$ cat src/rtl/sleep_seq_pkg.sv
package sleep_seq_pkg;

   typedef logic [2:0] slp_lvl_t;

   typedef enum logic [1:0] {
      SEQ_IDLE  = 2'd0,
      SEQ_GRACE = 2'd1,
      SEQ_DOWN  = 2'd2
   } seq_fsm_e;

   localparam slp_lvl_t LVL_WORK = 3'd0;
   localparam slp_lvl_t LVL_MIN  = 3'd1;
   localparam slp_lvl_t LVL_MAX  = 3'd5;
   localparam slp_lvl_t LVL_OFF  = 3'd5;

   function automatic logic lvl_ok(input slp_lvl_t lvl);
      return (lvl >= LVL_MIN) && (lvl <= LVL_MAX);
   endfunction

endpackage

$ cat src/rtl/sleep_req_latch.sv
module sleep_req_latch
   import sleep_seq_pkg::*;
(
   input  logic     clk,
   input  logic     rst_n,
   input  logic     wr_stb,
   input  slp_lvl_t wr_lvl,
   input  logic     wr_go,
   input  logic     idle,
   input  logic     kill,
   output logic     pending,
   output slp_lvl_t target
);

   logic accept;
   logic take;

   assign accept = wr_stb && wr_go && lvl_ok(wr_lvl) && idle && !pending;
   assign take   = pending && idle;

   always_ff @(posedge clk or negedge rst_n) begin
      if (!rst_n) begin
         pending <= 1'b0;
         target  <= LVL_WORK;
      end else if (kill) begin
         pending <= 1'b0;
      end else if (take) begin
         pending <= 1'b0;
      end else if (accept) begin
         pending <= 1'b1;
         target  <= wr_lvl;
      end
   end

   AST_GO_SELF_CLEAR: assert property (@(posedge clk) disable iff (!rst_n)
      pending |=> !pending);

   AST_BAD_TYPE_DROPPED: assert property (@(posedge clk) disable iff (!rst_n)
      (wr_stb && wr_go && !lvl_ok(wr_lvl) && !pending) |=> !pending);

   AST_TARGET_VALID: assert property (@(posedge clk) disable iff (!rst_n)
      pending |-> lvl_ok(target));

endmodule

$ cat src/rtl/btn_hold_timer.sv
module btn_hold_timer #(
   parameter int unsigned OVR_TICKS = 5
) (
   input  logic clk,
   input  logic rst_n,
   input  logic tick,
   input  logic btn,
   output logic fire
);

   localparam int unsigned CW = $clog2(OVR_TICKS + 1);
   localparam logic [CW-1:0] LAST = CW'(OVR_TICKS - 1);

   if (OVR_TICKS < 1) begin : g_bad_ticks
      $error("OVR_TICKS must be at least 1");
   end

   logic [CW-1:0] cnt;
   logic          fired;

   assign fire = btn && tick && !fired && (cnt == LAST);

   always_ff @(posedge clk or negedge rst_n) begin
      if (!rst_n) begin
         cnt   <= '0;
         fired <= 1'b0;
      end else if (!btn) begin
         cnt   <= '0;
         fired <= 1'b0;
      end else if (fire) begin
         fired <= 1'b1;
      end else if (tick && !fired) begin
         cnt <= cnt + 1'b1;
      end
   end

   AST_ONE_FIRE_PER_PRESS: assert property (@(posedge clk) disable iff (!rst_n)
      fire |=> !fire);

   AST_RELEASE_CLEARS: assert property (@(posedge clk) disable iff (!rst_n)
      !btn |=> (cnt == '0));

endmodule

$ cat src/rtl/sleep_entry_fsm.sv
module sleep_entry_fsm
   import sleep_seq_pkg::*;
#(
   parameter int unsigned ACK_TIMEOUT = 16
) (
   input  logic     clk,
   input  logic     rst_n,
   input  logic     pending,
   input  slp_lvl_t target,
   input  logic     hs_ack,
   input  logic     force_off,
   output logic     idle,
   output logic     busy,
   output logic     hs_req,
   output slp_lvl_t lvl
);

   seq_fsm_e fsm;
   logic     to_hit;

   if (ACK_TIMEOUT > 0) begin : g_timeout
      localparam int unsigned TW = $clog2(ACK_TIMEOUT + 1);
      localparam logic [TW-1:0] TO_LAST = TW'(ACK_TIMEOUT - 1);
      logic [TW-1:0] tcnt;

      always_ff @(posedge clk or negedge rst_n) begin
         if (!rst_n) begin
            tcnt <= '0;
         end else if (fsm == SEQ_GRACE) begin
            tcnt <= tcnt + 1'b1;
         end else begin
            tcnt <= '0;
         end
      end

      assign to_hit = (fsm == SEQ_GRACE) && (tcnt == TO_LAST);

      AST_TIMEOUT_BOUND: assert property (@(posedge clk) disable iff (!rst_n)
         (fsm == SEQ_GRACE) |-> (tcnt <= TO_LAST));
   end else begin : g_wait_forever
      assign to_hit = 1'b0;
   end

   always_ff @(posedge clk or negedge rst_n) begin
      if (!rst_n) begin
         fsm <= SEQ_IDLE;
         lvl <= LVL_WORK;
      end else if (force_off) begin
         fsm <= SEQ_DOWN;
         lvl <= LVL_OFF;
      end else begin
         unique case (fsm)
            SEQ_IDLE:  if (pending) fsm <= SEQ_GRACE;
            SEQ_GRACE: if (hs_ack || to_hit) begin
                          fsm <= SEQ_DOWN;
                          lvl <= target;
                       end
            SEQ_DOWN:  fsm <= SEQ_DOWN;
            default:   fsm <= SEQ_IDLE;
         endcase
      end
   end

   assign idle   = (fsm == SEQ_IDLE);
   assign busy   = (fsm != SEQ_IDLE);
   assign hs_req = (fsm == SEQ_GRACE);

   AST_ACK_ENTERS: assert property (@(posedge clk) disable iff (!rst_n)
      (hs_req && hs_ack && !force_off) |=> (lvl == $past(target)) && !hs_req);

   AST_FORCE_S5: assert property (@(posedge clk) disable iff (!rst_n)
      force_off |=> (lvl == LVL_OFF) && !hs_req);

   AST_LEVEL_RANGE: assert property (@(posedge clk) disable iff (!rst_n)
      lvl <= LVL_MAX);

endmodule

$ cat src/rtl/sleep_throttle_arb.sv
module sleep_throttle_arb (
   input  logic pending,
   input  logic busy,
   input  logic cx_req,
   input  logic thr_req,
   input  logic therm_req,
   output logic cx_grant,
   output logic throttle_en,
   output logic throttle_block
);

   assign throttle_block = pending || busy;
   assign throttle_en    = (thr_req || therm_req) && !throttle_block;
   assign cx_grant       = cx_req && !throttle_block;

endmodule

$ cat src/rtl/sleep_entry_seq.sv
module sleep_entry_seq
   import sleep_seq_pkg::*;
#(
   parameter int unsigned OVR_TICKS   = 5,
   parameter int unsigned ACK_TIMEOUT = 16
) (
   input  logic       clk,
   input  logic       rst_n,
   input  logic       reg_wr,
   input  logic [2:0] reg_type,
   input  logic       reg_go,
   output logic       go_pending,
   input  logic       slow_tick,
   input  logic       pwr_btn,
   input  logic       cx_req,
   input  logic       thr_req,
   input  logic       therm_req,
   input  logic       hs_ack,
   output logic       cx_grant,
   output logic       throttle_en,
   output logic       throttle_block,
   output logic       hs_req,
   output logic [2:0] sleep_state
);

   logic     idle;
   logic     busy;
   logic     fire;
   slp_lvl_t target;

   sleep_req_latch u_req (
      .clk     (clk),
      .rst_n   (rst_n),
      .wr_stb  (reg_wr),
      .wr_lvl  (reg_type),
      .wr_go   (reg_go),
      .idle    (idle),
      .kill    (fire),
      .pending (go_pending),
      .target  (target)
   );

   btn_hold_timer #(.OVR_TICKS(OVR_TICKS)) u_btn (
      .clk   (clk),
      .rst_n (rst_n),
      .tick  (slow_tick),
      .btn   (pwr_btn),
      .fire  (fire)
   );

   sleep_entry_fsm #(.ACK_TIMEOUT(ACK_TIMEOUT)) u_fsm (
      .clk       (clk),
      .rst_n     (rst_n),
      .pending   (go_pending),
      .target    (target),
      .hs_ack    (hs_ack),
      .force_off (fire),
      .idle      (idle),
      .busy      (busy),
      .hs_req    (hs_req),
      .lvl       (sleep_state)
   );

   sleep_throttle_arb u_arb (
      .pending        (go_pending),
      .busy           (busy),
      .cx_req         (cx_req),
      .thr_req        (thr_req),
      .therm_req      (therm_req),
      .cx_grant       (cx_grant),
      .throttle_en    (throttle_en),
      .throttle_block (throttle_block)
   );

   AST_NO_THROTTLE_IN_SLEEP: assert property (@(posedge clk) disable iff (!rst_n)
      (hs_req || sleep_state != 3'd0) |-> !throttle_en);

   AST_CX_EXCLUSIVE: assert property (@(posedge clk) disable iff (!rst_n)
      cx_grant |-> (sleep_state == 3'd0) && !hs_req && !go_pending);

   AST_HS_ONLY_AWAKE: assert property (@(posedge clk) disable iff (!rst_n)
      hs_req |-> (sleep_state == 3'd0));

endmodule

$ cat config.mk
export PLATFORM = sky130hd
export DESIGN_NAME = sleep_entry_seq
export DESIGN_NICKNAME = d
export VERILOG_FILES = /design/src/rtl/sleep_seq_pkg.sv /design/src/rtl/sleep_req_latch.sv /design/src/rtl/btn_hold_timer.sv /design/src/rtl/sleep_entry_fsm.sv /design/src/rtl/sleep_throttle_arb.sv /design/src/rtl/sleep_entry_seq.sv
export SDC_FILE = /design/constraint.sdc
export NUM_CORES = 1
export LEC_CHECK = 0
export ABC_AREA = 1
export BUFFER_PORTS_ARGS = -buffer_cell sky130_fd_sc_hd__buf_4
export CORE_MARGIN = 10
export CORE_UTILIZATION = 47
export CTS_BUF_LIST = sky130_fd_sc_hd__clkbuf_16
export CTS_CLUSTER_DIAMETER = 150
export DETAILED_ROUTE_END_ITERATION = 12
export PLACE_DENSITY = 0.74
export REMOVE_ABC_BUFFERS = 1
export SLEW_MARGIN = 20
export SYNTH_ARGS = -nofsm -noshare
export SYNTH_HDL_FRONTEND = slang
export SYNTH_HIERARCHICAL = 1
export SYNTH_SLANG_ARGS = --single-unit
$ cat constraint.sdc
create_clock -name clk -period 1.3 [get_ports clk]
set_input_delay 0.13 -clock clk [delete_from_list [all_inputs] [get_ports clk]]
set_output_delay 0.13 -clock clk [all_outputs]
set_load 0.05 [all_outputs]
After elaboration in Yosys (flattened, before gate mapping)
Cells that the tools add are included.
Widths: inputs -> output; s select.
{"block": "word_totals", "reg_bits": 18, "input_bits": 13, "out_inout_bits": 8, "word_cells": 66}
{"block": "op_classes", "n_mux": 16, "addsub": 2, "n_reduce_logical": 28, "order_cmp": 2, "n_bitwise": 2, "n_eq_ne": 9}
{"op": "$mux 3", "n": 6}
{"op": "$logic_and 1x1->1", "n": 13}
{"op": "$mux 2", "n": 3}
{"op": "$pmux 2 s3", "n": 1}
{"op": "$reduce_and 2->1", "n": 3}
{"op": "$reduce_bool 2->1", "n": 3}
{"op": "$add 5x1->5 const B", "n": 1}
{"op": "$eq 5x4->1 const B", "n": 1}
{"op": "$mux 1", "n": 5}
{"op": "$mux 5", "n": 1}
{"op": "$ne 2x1->1 const B", "n": 2}
{"op": "$add 3x1->3 const B", "n": 1}
{"op": "$eq 3x3->1 const B", "n": 1}
{"op": "$ge 3x1->1 const B", "n": 1}
{"op": "$le 3x3->1 const B", "n": 1}
{"op": "$logic_not 1->1", "n": 3}
{"op": "$logic_or 1x1->1", "n": 3}
{"op": "$ne 3x1->1 const B", "n": 1}
{"op": "$ne 3x3->1 const B", "n": 1}
{"op": "$reduce_and 3->1", "n": 1}
{"op": "$reduce_bool 3->1", "n": 1}
{"op": "$eq 2x1->1 const B", "n": 1}
{"op": "$eq 2x2->1 const B", "n": 1}
{"op": "$logic_not 2->1", "n": 1}
{"op": "2 further kinds", "n": 3}

Logic depth before layout (Yosys ltp)
{"block": "logic_depth", "word_depth": 8, "depth_mapped": 9, "mapped_depth_nobuf": 9}

Hierarchy
Netlist, hierarchy kept.
{"module": "sleep_entry_fsm", "area_each_um2": 536.8, "n_inst": 1, "cells_per_inst": 62}
{"module": "btn_hold_timer", "area_each_um2": 226.5, "n_inst": 1, "cells_per_inst": 29}
{"module": "sleep_req_latch", "area_each_um2": 224.0, "n_inst": 1, "cells_per_inst": 31}
{"module": "sleep_throttle_arb", "area_each_um2": 28.8, "n_inst": 1, "cells_per_inst": 7}

Worst setup path after synthesis
OpenSTA, ideal clock, no wires.
{"block": "synth_timing", "path_type": "register -> output", "from": "register u_req.pending", "to": "output port cx_grant", "arrival_time_ns": 1.640, "path_buffers": 0, "slack_ns": -0.470, "path_stages_with_launch": 4, "required_time_ns": 1.170, "cell_sequence": "dfrtp_1 > inv_1 > nand2_2 > nor2_1"}
{"block": "synth_between", "elab_chain_len": 3}
{"element": "start, declared", "line_no": "sleep_req_latch.sv:11", "rtl": "output logic pending,"}
{"element": "start signal, assigned", "line_no": "sleep_req_latch.sv:23", "rtl": "pending <= 1'b0;"}
{"element": "start signal, assigned", "line_no": "sleep_req_latch.sv:26", "rtl": "pending <= 1'b0;"}
{"element": "start signal, assigned", "line_no": "sleep_req_latch.sv:28", "rtl": "pending <= 1'b0;"}
{"element": "$logic_or 1x1->1", "line_no": "sleep_throttle_arb.sv:12", "rtl": "assign throttle_block = pending || busy;"}
{"element": "named net throttle_block", "line_no": "sleep_entry_seq.sv:21", "rtl": "output logic throttle_block,"}
{"element": "$logic_not 1->1", "line_no": "sleep_throttle_arb.sv:14", "rtl": "assign cx_grant = cx_req && !throttle_block;"}
{"element": "$logic_and 1x1->1", "line_no": "sleep_throttle_arb.sv:14"}
{"element": "end, declared", "line_no": "sleep_entry_seq.sv:19", "rtl": "output logic cx_grant,"}
The timed path passes the listed nets, and every way through them passes these cells.

Final worst setup path
{"block": "layout_timing", "from": "register u_fsm.fsm[0]", "to": "output port throttle_block"}
{"block": "layout_between", "elab_chain_len": 2}
{"element": "start, declared", "line_no": "sleep_entry_fsm.sv:18", "rtl": "seq_fsm_e fsm;"}
{"element": "start signal, assigned", "line_no": "sleep_entry_fsm.sv:46", "rtl": "fsm <= SEQ_IDLE;"}
{"element": "start signal, assigned", "line_no": "sleep_entry_fsm.sv:49", "rtl": "fsm <= SEQ_DOWN;"}
{"element": "start signal, assigned", "line_no": "sleep_entry_fsm.sv:53", "rtl": "SEQ_IDLE: if (pending) fsm <= SEQ_GRACE;"}
{"element": "$reduce_bool 2->1", "line_no": "sleep_entry_fsm.sv:65", "rtl": "assign busy = (fsm != SEQ_IDLE);"}
{"element": "named net busy", "line_no": "sleep_entry_seq.sv:27", "rtl": "logic busy;"}
{"element": "$logic_or 1x1->1", "line_no": "sleep_throttle_arb.sv:12"}
{"element": "end, declared", "line_no": "sleep_entry_seq.sv:21"}
The timed path passes the listed nets, and every way through them passes these cells.

==> metrics list <==
- Wires add up to 3.21 mm.
- The final-report max-slew violation count came to 0.
- Post-synthesis area per instance: 7.88 sq um
- Timing would allow up to 691 MHz.
* Total negative setup slack: -1.21 ns
* Detailed router's first-iteration violation count: 64
- For this design the static power due to leakage is 0.861 nW.
- List of cells traversed by the critical path: inv_2 > ha_4 > inv_4 > inv_2 > nand2_4 > buf_4 > buf_6
* Final setup slack of the worst path: -0.148 ns
- Level count of the clock H-tree: 1
- Total of buffers placed on input and output ports: 20
- Status: finished, violations left
- Post-Layout Cell Count: 207
- Setup repair after global routing missed its margin: yes
- Power per cell area: 1990 mW/mm^2
- HPWL after detailed placement: 1.72 mm
- After detailed routing, the average wire length per cell comes to 15.5 um.
- Among all stages on the critical path, the largest delay is contributed by dfrtp_1.
- The number of failing hold endpoints at the final stage came to 0.
- The worst pin sits at a relative slew slack of 82.8%.
- STA puts the critical path data required time at 1.17 ns.
* Largest stage delay on the critical path: 0.40 ns
- Total of endpoints with negative setup slack in the final report: 14
* Type of the tightest min-delay check: primary input to flop
* Power Total: 3.37 mW
* Length of the first detailed-routing pass in iterations: 6
- Critical path capture point type: primary output
- Number of antenna violations at the first check in global routing: 0
- Class of the most critical setup path: flop to primary output
* Utilization after layout: 84.4%
- Critical path data arrival time: 1.32 ns
- Total of warnings raised by yosys: 6
* Max Cap Violations: 0
* Number of standard-cell rows in the floorplan: 16
- DRC viols: 0
- Starting density of the core: 50.7%
* Maximum vdd ir drop: 1.40 mV
- Clock tree skew after final layout: 0.00305 ns
* Share of the clock period used by the worst path: 111%
* Post-synthesis sequential element count: 18
- The core region is 0.00200 sq mm.
* Top cells by area, synth: dfrtp_1, nand2_1, ha_1, inv_1, nand3_1
* Cts bufs inserted: 3
- Sequential Area: 450 sq um
- Relative to the synthesized area, the layout overhead comes to 66.3%.
* Share of Yosys cell area claimed by the top area cell type: 44.3%
* Placed cells: 182
- Most repeated library cell on the critical path: inv_2
- The first global-routing pass estimated 4.53 mm of wire.
- TritonCTS clock tree: yes
- Crit Path Max Fanout: 3
- The clock reaches the later pin of the worst-skew pair after 0.24 ns.
* Vert. Die Dim: 66.5 um
- Combined global-route utilization of all metal layers: 12.9%
* Startpoint type of the worst setup path: flop
- Commonest non-fill, non-tap cell in the layout: buf_4
* Last weighted congestion value of the routability-driven placer: 0.774
- Final nets: 200
* Die Footprint: 0.00442 sq mm
- The final reports fail on negative setup slack.
* CTS root buf: clkbuf_16
- Syn Std Cell Area: 0.00102 sq mm
- The number of antenna diodes in the final layout is 0.
- The floorplan step set the die width to 66.5 um.
- Top library cells by usage in the layout, fill and taps aside: buf_4, nand2_1, dfrtp_1
- Number of routed nets with antenna violations: 0
* Number of instances in the synthesized netlist: 129
- For the pin with the worst max-slew slack, the measured transition is 0.257 ns.
- The biggest area contributor in the post-synthesis netlist is dfrtp_1.
* Maximum number of pins on one net before global-route repair: 19
- Count of fill cells added during filler insertion: 123
* Total overflow reported by the global router: 0
- Area of the multi-input gates: 631 sq um
- Of the synthesized area, sequential elements account for 44.3%.
- No sink is reached through more buffers than the 2 on the longest clock path.
* Clock-pin slew on the worst setup and hold paths: 0.05 ns
- Number of vias per cell after detailed routing: 5.12
* Share of final-layout standard cells stronger than drive strength 1: 53.3%
- Clock net sink count: 18
- The smallest clock period supported by the final layout is computed as 1.45 ns.
- Total number of vias: 1059
- I/O pin cnt: 21
* Unique cell type count in the Yosys netlist: 18
- Number of global-route vias before repair: 993
-- power by group --
group          switching (mW)  leakage, nW  internal (mW)
registers               0.122        0.239          0.713
logic                    1.11        0.584          0.812
clock network           0.200       0.0385          0.408
-- per-layer routing --
metal | track usage, % | wire, um | vias to the layer above
met3 | 2.17 | 76 | 12
met2 | 22.7 | 1710 | 31
li1 | - | - | 507
met5 | 0 | 0 | -
met4 | 7.33 | 102 | 0
met1 | 14.3 | 1320 | 509
-- cell type report --
type,instances,area share (%)
Clock buffer,3,4.44
Sequential cell,18,26.7
Tap cell,27,2.00
Multi-Input combinational cell,87,37.3
Timing Repair Buffer,48,23.9
Clock inverter,1,0.222
Inverter,23,5.41
-- final timing paths --
| path | startpoint | end | slack (ns) | cells past startpoint |
|---|---|---|---|---|
| hold reg to reg | u_req/target[0] | u_req/target[0] | 0.49 | 2 |
| setup / recovery | u_fsm/fsm[0] | throttle_block | -0.15 | 7 |
| setup reg to reg | u_btn/cnt[1] | u_req/target[2] | -0.12 | 9 |
| hold / removal | reg_type[1] | u_req/target[1] | 0.13 | 3 |
| min in group asynchronous | rst_n | u_fsm/lvl[0] | 0.30 | 2 |
| max in group asynchronous | rst_n | u_btn/cnt[1] | 0.80 | 2 |
-- critical path, delay by kind of cell, from the launching register on --
kind	cells	cell delay, ns
DFF	1	0.40
and+or+nand+nor	1	0.07
adders and majority gates	1	0.15
buffers and inverters	5	0.45
-- registers in the layout (all words and copies together), names as in the netlist --
name and flops:
u_btn/cnt 3, u_btn/fired 1, u_fsm/fsm 2, u_fsm/g_timeout.tcnt 5, u_fsm/lvl 3, u_req/pending 1, u_req/target 3
-- repair_timing --
action / CTS / global route
resized for setup: 35 / 23
endpoints found under the setup margin: 13 / 14
setup buffers: 7 / 14
hold endpoints to repair: 18 / 0
hold buffers: 1 / 0
cloned: 0 / 0
pin swaps: 4 / 20
-- Yosys cell counts, drive strengths merged --
cell type	n
nor2	14
inv	23
o21ai	7
nand2	40
nand3	14
nand4	2
or2	1
dfrtp	18
a21oi	1
o211ai	2
buf	1
ha	6
-- cell families after synthesis --
logic type	Yosys count	synth area share, %
compound gates	10	5.79
simple gates	71	32.9
fa+ha+maj	6	7.39
flops	18	44.3
buf+inv	24	9.61
-- through the flow --
step,hold WS (ns),cell area (sq um),setup slack [ns]
final,0.135,1690,-0.148
after global routing,0.145,1690,-0.203
after global placement,0.0130,1240,-0.214
after detailed placement,0.0170,1240,-0.267
after CTS,0.139,1510,-0.0938
after floorplan,-0.166,1000,-0.470
No activity file was read; power rests on OpenSTA's default activity.
